**src/rtl/pfq_trace_pkg.sv**
```systemverilog
package pfq_trace_pkg;

    // CPU queue status encoding
    typedef enum logic [1:0] {
        QS_IDLE  = 2'b00,
        QS_FIRST = 2'b01,
        QS_FLUSH = 2'b10,
        QS_NEXT  = 2'b11
    } qstat_e;

    // trace port arbitration: which record is held on the output
    typedef enum logic [1:0] {
        ARB_IDLE      = 2'b00,
        ARB_EXEC      = 2'b01,
        ARB_BUS       = 2'b10,
        ARB_EXEC_DROP = 2'b11
    } arb_e;

endpackage

```
**src/rtl/pfq_fetch_unpack.sv**
```systemverilog
module pfq_fetch_unpack #(
    parameter int WIDE_BUS = 1
) (
    input  logic        fetch,
    input  logic        addr_lsb,
    input  logic [15:0] data,
    output logic [1:0]  n_bytes,
    output logic [7:0]  byte0,
    output logic [7:0]  byte1
);
    generate
        if (WIDE_BUS != 0) begin : g_wide
            always_comb begin
                if (!fetch) begin
                    n_bytes = 2'd0;
                    byte0   = 8'h00;
                    byte1   = 8'h00;
                end else if (addr_lsb) begin
                    n_bytes = 2'd1;
                    byte0   = data[15:8];
                    byte1   = 8'h00;
                end else begin
                    n_bytes = 2'd2;
                    byte0   = data[7:0];
                    byte1   = data[15:8];
                end
            end
        end else begin : g_narrow
            logic unused_bits;
            assign unused_bits = addr_lsb ^ (^data[15:8]);
            always_comb begin
                n_bytes = fetch ? 2'd1 : 2'd0;
                byte0   = fetch ? data[7:0] : 8'h00;
                byte1   = 8'h00;
            end
        end
    endgenerate
endmodule

```
**src/rtl/pfq_mirror_fifo.sv**
```systemverilog
module pfq_mirror_fifo #(
    parameter int DEPTH = 6
) (
    input  logic       clk,
    input  logic       rst,
    input  logic       clear,
    input  logic [1:0] push_n,
    input  logic [7:0] push_b0,
    input  logic [7:0] push_b1,
    input  logic       pop,
    output logic       pop_ok,
    output logic [7:0] pop_byte,
    output logic       ovf,
    output logic       unf
);
    localparam int PW = (DEPTH > 1) ? $clog2(DEPTH) : 1;
    localparam int CW = $clog2(DEPTH + 1);

    logic [7:0]    mem [DEPTH];
    logic [PW-1:0] rd_q, wr_q;
    logic [CW-1:0] cnt_q;
    logic [CW-1:0] after_pop;
    logic [CW:0]   need;
    logic          push_req, fits, push_ok, push_rej;

    function automatic logic [PW-1:0] step(input logic [PW-1:0] p);
        return (p == PW'(DEPTH - 1)) ? '0 : p + 1'b1;
    endfunction

    always_comb begin
        pop_ok    = pop && (cnt_q != '0);
        pop_byte  = mem[rd_q];
        after_pop = cnt_q - CW'(pop_ok);
        need      = {1'b0, after_pop} + (CW+1)'(push_n);
        fits      = (need <= (CW+1)'(DEPTH));
        push_req  = (push_n != 2'd0) && !clear;
        push_ok   = push_req && fits;
        push_rej  = push_req && !fits;
    end

    always_ff @(posedge clk) begin
        if (rst) begin
            rd_q  <= '0;
            wr_q  <= '0;
            cnt_q <= '0;
            ovf   <= 1'b0;
            unf   <= 1'b0;
            for (int i = 0; i < DEPTH; i++) mem[i] <= 8'h00;
        end else begin
            if (pop && (cnt_q == '0)) unf <= 1'b1;
            if (push_rej)             ovf <= 1'b1;
            if (clear) begin
                rd_q  <= '0;
                wr_q  <= '0;
                cnt_q <= '0;
            end else begin
                if (pop_ok) rd_q <= step(rd_q);
                if (push_ok) begin
                    mem[wr_q] <= push_b0;
                    if (push_n == 2'd2) begin
                        mem[step(wr_q)] <= push_b1;
                        wr_q <= step(step(wr_q));
                    end else begin
                        wr_q <= step(wr_q);
                    end
                    cnt_q <= CW'(need);
                end else begin
                    cnt_q <= after_pop;
                end
            end
        end
    end
endmodule

```
**src/rtl/pfq_addr_ctr.sv**
```systemverilog
module pfq_addr_ctr #(
    parameter int AW = 20
) (
    input  logic          clk,
    input  logic          rst,
    input  logic          advance,
    input  logic          load,
    input  logic [AW-1:0] load_val,
    output logic [AW-1:0] addr
);
    always_ff @(posedge clk) begin
        if (rst)          addr <= '0;
        else if (load)    addr <= load_val;
        else if (advance) addr <= addr + 1'b1;
    end
endmodule

```
**src/rtl/pfq_trace_arb.sv**
```systemverilog
module pfq_trace_arb
    import pfq_trace_pkg::*;
#(
    parameter int AW = 20
) (
    input  logic          clk,
    input  logic          rst,
    input  logic          exec_req,
    input  logic [AW-1:0] exec_addr,
    input  logic [7:0]    exec_byte,
    input  logic          bus_req,
    input  logic [AW-1:0] bus_addr,
    input  logic [15:0]   bus_data,
    output logic          trc_valid,
    output logic          trc_type,
    output logic [AW-1:0] trc_addr,
    output logic [15:0]   trc_data,
    output logic          trc_lost
);
    arb_e          state_q, state_d;
    logic [AW-1:0] addr_q;
    logic [15:0]   data_q;

    // next-state selection: executed bytes always win
    always_comb begin
        unique case ({exec_req, bus_req})
            2'b11:   state_d = ARB_EXEC_DROP;
            2'b10:   state_d = ARB_EXEC;
            2'b01:   state_d = ARB_BUS;
            default: state_d = ARB_IDLE;
        endcase
    end

    // state register and record payload
    always_ff @(posedge clk) begin
        if (rst) begin
            state_q <= ARB_IDLE;
            addr_q  <= '0;
            data_q  <= '0;
        end else begin
            state_q <= state_d;
            if (exec_req) begin
                addr_q <= exec_addr;
                data_q <= {8'h00, exec_byte};
            end else if (bus_req) begin
                addr_q <= bus_addr;
                data_q <= bus_data;
            end
        end
    end

    // outputs decoded from the held state
    always_comb begin
        trc_addr = addr_q;
        trc_data = data_q;
        unique case (state_q)
            ARB_IDLE:      begin trc_valid = 1'b0; trc_type = 1'b0; trc_lost = 1'b0; end
            ARB_EXEC:      begin trc_valid = 1'b1; trc_type = 1'b1; trc_lost = 1'b0; end
            ARB_BUS:       begin trc_valid = 1'b1; trc_type = 1'b0; trc_lost = 1'b0; end
            ARB_EXEC_DROP: begin trc_valid = 1'b1; trc_type = 1'b1; trc_lost = 1'b1; end
            default:       begin trc_valid = 1'b0; trc_type = 1'b0; trc_lost = 1'b0; end
        endcase
    end
endmodule

```
**src/rtl/pfq_trace_tracker.sv**
```systemverilog
module pfq_trace_tracker
    import pfq_trace_pkg::*;
#(
    parameter int WIDE_BUS = 1,
    parameter int AW       = 20
) (
    input  logic          clk,
    input  logic          rst,
    input  logic          bus_valid,
    input  logic          bus_fetch,
    input  logic [AW-1:0] bus_addr,
    input  logic [15:0]   bus_data,
    input  logic [1:0]    qs,
    input  logic          xfer_valid,
    input  logic [AW-1:0] xfer_target,
    output logic          trc_valid,
    output logic          trc_type,
    output logic [AW-1:0] trc_addr,
    output logic [15:0]   trc_data,
    output logic          trc_lost,
    output logic          err_underflow,
    output logic          err_overflow
);
    localparam int DEPTH = (WIDE_BUS != 0) ? 6 : 4;

    qstat_e        qs_e;
    logic          is_fetch, is_other, pop_req, mirror_clear;
    logic [1:0]    push_n;
    logic [7:0]    push_b0, push_b1, pop_byte;
    logic          pop_ok;
    logic [AW-1:0] pc_addr;

    always_comb begin
        qs_e         = qstat_e'(qs);
        is_fetch     = bus_valid && bus_fetch;
        is_other     = bus_valid && !bus_fetch;
        pop_req      = (qs_e == QS_FIRST) || (qs_e == QS_NEXT);
        mirror_clear = xfer_valid || (qs_e == QS_FLUSH);
    end

    pfq_fetch_unpack #(.WIDE_BUS(WIDE_BUS)) u_unpack (
        .fetch    (is_fetch),
        .addr_lsb (bus_addr[0]),
        .data     (bus_data),
        .n_bytes  (push_n),
        .byte0    (push_b0),
        .byte1    (push_b1)
    );

    pfq_mirror_fifo #(.DEPTH(DEPTH)) u_mirror (
        .clk      (clk),
        .rst      (rst),
        .clear    (mirror_clear),
        .push_n   (push_n),
        .push_b0  (push_b0),
        .push_b1  (push_b1),
        .pop      (pop_req),
        .pop_ok   (pop_ok),
        .pop_byte (pop_byte),
        .ovf      (err_overflow),
        .unf      (err_underflow)
    );

    pfq_addr_ctr #(.AW(AW)) u_pc (
        .clk      (clk),
        .rst      (rst),
        .advance  (pop_ok),
        .load     (xfer_valid),
        .load_val (xfer_target),
        .addr     (pc_addr)
    );

    pfq_trace_arb #(.AW(AW)) u_arb (
        .clk       (clk),
        .rst       (rst),
        .exec_req  (pop_ok),
        .exec_addr (pc_addr),
        .exec_byte (pop_byte),
        .bus_req   (is_other),
        .bus_addr  (bus_addr),
        .bus_data  (bus_data),
        .trc_valid (trc_valid),
        .trc_type  (trc_type),
        .trc_addr  (trc_addr),
        .trc_data  (trc_data),
        .trc_lost  (trc_lost)
    );
endmodule

```
**config.mk**
```make
export PLATFORM = sky130hd
export DESIGN_NAME = pfq_trace_tracker
export DESIGN_NICKNAME = d
export VERILOG_FILES = /design/src/rtl/pfq_trace_pkg.sv /design/src/rtl/pfq_fetch_unpack.sv /design/src/rtl/pfq_mirror_fifo.sv /design/src/rtl/pfq_addr_ctr.sv /design/src/rtl/pfq_trace_arb.sv /design/src/rtl/pfq_trace_tracker.sv
export SDC_FILE = /design/constraint.sdc
export NUM_CORES = 1
export LEC_CHECK = 0
export BUFFER_PORTS_ARGS = -buffer_cell sky130_fd_sc_hd__clkbuf_2
export CORE_MARGIN = 4
export CORE_UTILIZATION = 60
export CTS_BUF_LIST = sky130_fd_sc_hd__clkbuf_16
export DETAILED_ROUTE_END_ITERATION = 8
export GPL_TIMING_DRIVEN = 0
export PLACE_DENSITY = 0.81
export SLEW_MARGIN = 15
export SYNTH_ARGS = -nofsm -noshare
export SYNTH_HDL_FRONTEND = slang
export SYNTH_SLANG_ARGS = --single-unit
```
**constraint.sdc**
```tcl
create_clock -name clk -period 13.7 [get_ports clk]
set_input_delay 3.425 -clock clk [delete_from_list [all_inputs] [get_ports clk]]
set_output_delay 3.425 -clock clk [all_outputs]
set_load 0.01 [all_outputs]
```
==> out/metrics.cfg, run 1 <==
[timing]
setup_ws_ns=6.12
tightest_slew_ns=0.996
fin_tns_setup_ns=0
fmax_mhz=132
whs_ns=0.463
period_share_pct=55.3
slew_headroom_pct=33.0
rsz0062_at_grt=false
setup_violations=0
skew_ns=0.0125
period_needed_ns=7.58
finalHoldViolCount=0
finalMaxSlewViolations=0

[floorplan]
core_area_sq_mm=0.0110
die_area_sq_mm=0.0132
fp-row-count=38
dieHeight_microns=115
die_w_microns=115
start_util_pct=62.4
pin_count=104

[global_routing]
grtUsageTotal_pct=35.0
grt_first_pass_wirelength_microns=34900
grt_start_max_net_pins=17
antenna_found_initial=0
grt_pass1_vias=6474
grt_overflow=0

[critical_path]
crit_path_end=u_mirror.mem[6][5]
r2r_cells=13
cp-start-kind=primary input
setup.worst_path.start=qs[0]
required_ns=13.76
critPathArrivalTime_ns=7.64
critPathCaptureType=flip-flop
crit_fanout=10
r2r-end=u_mirror.mem[6][5]
critical_path_class=primary input to flip-flop
r2r_slack_ns=8.25
r2r_start=u_mirror.cnt_q[2]

[logic_synthesis]
ys_types=58
synthCells=711
async_flop_share_pct=0
synth.largest_area_cell=edfxtp_1
ys_warn_count=0
synth_fp_nets=779
avgSynthCellArea_sq_um=9.67
synth_area_sq_mm=0.00688
ys.flop_type=dfxtp_1
seq_area_frac_synth_pct=48.9
synth-edff-count=64
ys_ff_latch=136
synthTopCellsByArea=edfxtp_1 (28%), dfxtp_1 (21%), nand2_1 (5.6%), nor2_1 (5.6%), mux4_2 (5.2%)
synth_top_area_share_pct=27.9

[cells_and_area]
antenna_cells=0
nets=900
utilization_pct=73.9
area_growth_pct=18.4
drive_gt1_share_pct=19.1
fillers=815

[drt]
drtIter0Drc=1034
vias=6654
ant_nets=0
dr.pass1.iters=8
routedWlPerCell_microns=22.5
via_per_inst=6.76
drc=0
wl_microns=22200

[power_and_ir_drop]
power.density_mw_per_mm2=120
leakagePower_nw=2.90
ir_worst_vdd_uv=126

[clock_network]
cts_max_level=4
post_cts_buffers=0
cts_buffers=17
cts_tree=built
clock_path_buffers=2
postCtsHoldBufs=0
numClockSinks=136
clock_latency_ns=0.44
cts_root_buf=clkbuf_16
ctsResizeCount=0
cts.clk_slew.worst_paths_ns=0.06

[place]
place_hpwl_microns=15900
io_buffer_count=101
gp_congestion=0.957
dp_slack_ns=5.78

[outcome]
status=completed

[run]
maxCapViolations=0

[worst_hold_path]
hold_path.class=flip-flop to flip-flop

[through the flow]
step	total power, mW	cells	area (sq um)
after floorplan	0.504	711	6880
after global placement	0.538	952	7560
after detailed placement	0.542	953	7580
after CTS	0.976	985	8150
after global routing	1.01	985	8150
final	0.979	985	8150
[Yosys cell counts (3+ instances only)]
cell       number
o22ai_1         3
nor4_1          3
o21ai_0        10
a21oi_1        28
nand2_1       102
dfxtp_1        72
edfxtp_1       64
and2_1          6
ha_1            4
a2111oi_0       3
and3_1          3
nand4_1         5
nor2_1        102
nor3_1         21
clkbuf_1       47
and2_0          4
a2bb2oi_1       3
o32ai_1         5
and4_1          4
or3_1           7
or4_1           6
xnor2_1         7
o31ai_1         6
inv_1          10
a211oi_1       20
mux4_2         16
nand3_1        11
a32oi_1         6
nor2b_1        11
a22oi_1        15
mux2i_1        20
buf_2           6
buf_1           9
mux2_2          3
a311oi_1       36
[state kept, by name, summed over array words and instances (netlist names), named ones only]
| signal | count |
|---|---|
| u_mirror.mem | 64 |
| u_arb.trc_addr | 20 |
| u_pc.addr | 20 |
| u_arb.trc_data | 16 |
| u_mirror.cnt_q | 3 |
| u_mirror.rd_q | 3 |
| u_mirror.wr_q | 3 |
| u_arb.state_q | 2 |
| u_mirror.ovf | 1 |
| u_mirror.unf | 1 |
[area by class of cell]
cell class                      count  area, sq um  share of cell area [%]
Sequential cell                   136         3360                    41.3
Multi-Input combinational cell    501         3240                    39.8
Timing Repair Buffer              102          513                    6.30
Clock buffer                       17          425                    5.22
Buffer                             62          240                    2.95
Tap cell                          140          175                    2.15
Clock inverter                     15          140                    1.72
Inverter                           12         45.0                   0.553
[how the worst min path moves through the flow]
stage	startpoint	endpoint	slack, ns	depth (start not counted)
final	u_arb.trc_data[9]	u_arb.trc_data[9]	0.46	2
after global routing	u_arb.trc_data[8]	u_arb.trc_data[8]	0.49	2
after CTS	u_arb.trc_data[8]	u_arb.trc_data[8]	0.47	2
after detailed placement	u_arb.trc_data[8]	u_arb.trc_data[8]	0.46	2
after global placement	u_arb.trc_data[13]	u_arb.trc_data[13]	0.45	2
after floorplan	u_mirror.rd_q[2]	flip-flop	0.46	2
[cell usage in the layout (no fill, tap or decap), drive strengths merged, types with 3 or more instances in the layout]
cell / n
and4: 4
or4: 6
a2111oi: 3
a311oi: 36
a2bb2oi: 3
xnor2: 7
nand3: 11
clkbuf: 165
nor2b: 11
o21ai: 10
clkinv: 7
o31ai: 6
a211oi: 20
a22oi: 15
o22ai: 3
inv: 13
mux2: 3
nor4: 3
mux2i: 20
buf: 16
edfxtp: 64
and2: 10
dfxtp: 72
o32ai: 5
nor2: 102
and3: 3
mux4: 16
nor3b: 3
nor3: 21
ha: 4
clkinvlp: 5
a21oi: 28
a32oi: 6
nand4: 5
nand2: 102
or3: 7
[power breakdown]
| part | internal (mW) | total [mW] | switching (mW) | leakage, nW |
|---|---|---|---|---|
| clock network | 0.264 | 0.441 | 0.177 | 0.272 |
| logic | 0.0311 | 0.0864 | 0.0552 | 1.43 |
| registers | 0.440 | 0.451 | 0.0107 | 1.20 |
[critical path, cell delays in order]
cell	delay (ns)
clkbuf_2	0.14
o31ai_1	0.27
clkbuf_1	0.61
nor2_1	0.09
ha_1	0.30
inv_1	0.08
fa_1	0.48
xnor3_1	0.36
o22ai_1	0.17
or3_1	0.39
clkbuf_1	0.24
clkbuf_1	0.32
nor2_1	0.76
[cell families after synthesis]
family | synth area share [%]
xor+xnor | 1.35
mux | 8.64
flops | 48.9
simple gates | 19.6
fa+ha+maj | 1.02
compound gates | 16.3
buf+inv | 4.15
[layer usage]
| metal | share of wire [%] | GRT usage (%) |
|---|---|---|
| met1 | 36 | 42.7 |
| met2 | 47 | 55.7 |
| met3 | 11 | 10.0 |
| met4 | 6.0 | 19.6 |
| met5 | 0 | 0 |
(Power assumes the default switching activity.)
==> inputs of run 2 (changes only) <==
- CORE_UTILIZATION: 60 -> 57
- PLACE_DENSITY: 0.81 -> 0.78
- clock period: 13.7 -> 7.2 ns (I/O delays scaled with it)
==> run 2 against run 1 <==
Against the previous run: clock-buffer cell count did not move; highest routed layer unchanged; design area is 0.95% higher; worst setup slack worse by 4.6 ns; first-iteration DRC count shrank 11%; flip-flop and latch count did not move; register-to-register slack got worse by 6.2 ns; die area is 4.9% higher; largest power group is now the clock network.
==> out/metrics.cfg, run 2 (synthesis results as in run 1) <==
[outcome]
status=completed

[drt]
via_per_inst=6.47  ; -4.3%
drc=0  ; unchanged
drtIter0Drc=916  ; -11%
routedWlPerCell_microns=20.9  ; -7.3%
vias=6394  ; -3.9%
wl_microns=20600  ; -6.9%
dr.pass1.iters=6  ; -2
ant_nets=0  ; unchanged

[critical_path]
crit_path_max_incr_delay_ns=0.73  ; -0.03 ns
cp_cell_sequence=clkbuf_2 -> o31ai_1 -> clkbuf_1 -> nor2_1 -> ha_1 -> inv_1 -> fa_1 -> xnor3_1 -> o22ai_1 -> or3_1 -> clkbuf_1 -> buf_2 -> o21ai_1
critPathArrivalTime_ns=5.76  ; -1.88 ns
path_common_cell=clkbuf_1
cpMaxStageDelayCell=o21ai_1
critPathCaptureType=flip-flop
crit_fanout=10  ; unchanged
critical_path_class=primary input to flip-flop
required_ns=7.25  ; -6.51 ns
cp-start-kind=primary input

[floorplan]
die_area_sq_mm=0.0139  ; +4.9%
die_w_microns=118  ; +2.4%
fp-row-count=39  ; +2.6%
core_area_sq_mm=0.0116  ; +5.3%
start_util_pct=59.2  ; -3.1 points
dieHeight_microns=118  ; +2.4%
pin_count=104  ; unchanged

[cells_and_area]
final_cell_mix=nor2_1 (102), nand2_1 (102), clkbuf_2 (101), dfxtp_1 (72), edfxtp_1 (64)
drive_gt1_share_pct=19.1  ; +0.096 points
regMostFlops=u_mirror.mem
area_growth_pct=19.6
antenna_cells=0  ; unchanged
nets=901  ; +0.11%
largest_reg_flops=64  ; unchanged

[clock_network]
cts_buffers=17  ; unchanged
cts_root_buf=clkbuf_16
postCtsHoldBufs=0  ; unchanged
cts.clk_slew.worst_paths_ns=0.06  ; about the same
cts_tree=built
ctsResizeCount=0  ; unchanged
numClockSinks=136  ; unchanged
post_cts_buffers=0  ; unchanged
clock_latency_ns=0.43  ; about the same
cts_max_level=4  ; unchanged
clock_path_buffers=2  ; unchanged

[timing]
setup_ws_ns=1.49  ; -4.63 ns
finalMaxSlewViolations=0  ; unchanged
period_needed_ns=5.71
rsz0062_at_grt=false
fmax_mhz=175
tightest_slew_ns=0.902  ; -0.0943 ns
period_share_pct=79.3
whs_ns=0.458  ; -0.00491 ns
slew_headroom_pct=39.5  ; +6.5 points
skew_ns=0.0122  ; -0.000218 ns
finalHoldViolCount=0  ; unchanged
fin_tns_setup_ns=0  ; unchanged
setup_violations=0  ; unchanged

[global_routing]
grt_first_pass_wirelength_microns=32600  ; -6.6%
antenna_found_initial=0  ; unchanged
grt_start_max_net_pins=17  ; unchanged
grt_pass1_vias=6080  ; -6.1%
grtUsageTotal_pct=29.8  ; -5.2 points
grt_overflow=0  ; unchanged

[place]
io_buffer_count=101  ; unchanged
dp_slack_ns=1.14  ; -4.64 ns
place_hpwl_microns=15300  ; -4.1%
gp_congestion=0.954  ; -0.33%

[worst_hold_path]
hold_path.class=flip-flop to flip-flop

[power_and_ir_drop]
ir_worst_vdd_uv=201  ; +60%
power.density_mw_per_mm2=238  ; +98%
leakagePower_nw=2.94  ; +1.6%

[run]
maxCapViolations=0  ; unchanged

==> run 2: changes by cell type in the layout (fill, tap and decap cells not counted), sizes merged <==
cell,before,now
clkinv,7,8
clkinvlp,5,1
buf,16,17
bufinv,2,5
==> run 2: layout make-up <==
| cell class | count | area, sq um |
|---|---|---|
| plain buffers | 62 | 240 |
| clock buffers | 17 | 425 |
| clock inverters | 15 | 209 |
| fillers | 860 | 3390 |
| inverters | 12 | 45.0 |
| multi-input cells | 501 | 3240 |
| flip-flops and latches | 136 | 3360 |
| well taps | 143 | 179 |
| repair buffers | 103 | 518 |
==> run 2: power breakdown <==
group          internal (mW)  switching (mW)  leakage (nW)
combinational         0.0594           0.101          1.43
sequential             0.838          0.0202          1.20
clock                  0.609           0.329         0.315
total                   1.51           0.451          2.94
==> run 2: final timing paths <==
| check | start | endpoint | slack (ns) | depth (start not counted) |
|---|---|---|---|---|
| setup / recovery | qs[0] | u_mirror.mem[0][4] | 1.49 | 13 |
| hold / removal | u_arb.trc_data[14] | u_arb.trc_data[14] | 0.46 | 2 |
| setup reg to reg | u_mirror.cnt_q[2] | u_mirror.mem[0][4] | 2.07 | 13 |
| hold reg to reg | u_arb.trc_data[14] | u_arb.trc_data[14] | 0.46 | 2 |
==> run 2: stage by stage <==
stage | power [mW] | cells | area (sq um) | utilization (%)
6_report | 1.96 | 989 | 8220 | 70.8
5_1_grt | 2.01 | 989 | 8220 | 70.8
4_1_cts | 1.96 | 989 | 8220 | 70.8
3_5_place_dp | 1.03 | 957 | 7590 | 65.4
3_3_place_gp | 1.02 | 955 | 7560 | 65.1
2_1_floorplan | 0.958 | 711 | 6880 | -
==> run 2: routing by layer <==
metal	wire length [microns]	GRT usage, %
met1	8150	40.1
met2	9590	46.4
met3	2200	7.26
met4	688	12.5
met5	0	0
==> run 2: critical path: cells and delay by family <==
| kind | cells | cell delay [ns] |
|---|---|---|
| xor+xnor | 1 | 0.33 |
| compound gates | 3 | 1.14 |
| fa+ha+maj | 2 | 0.77 |
| buf+inv | 5 | 1.24 |
| simple gates | 2 | 0.48 |
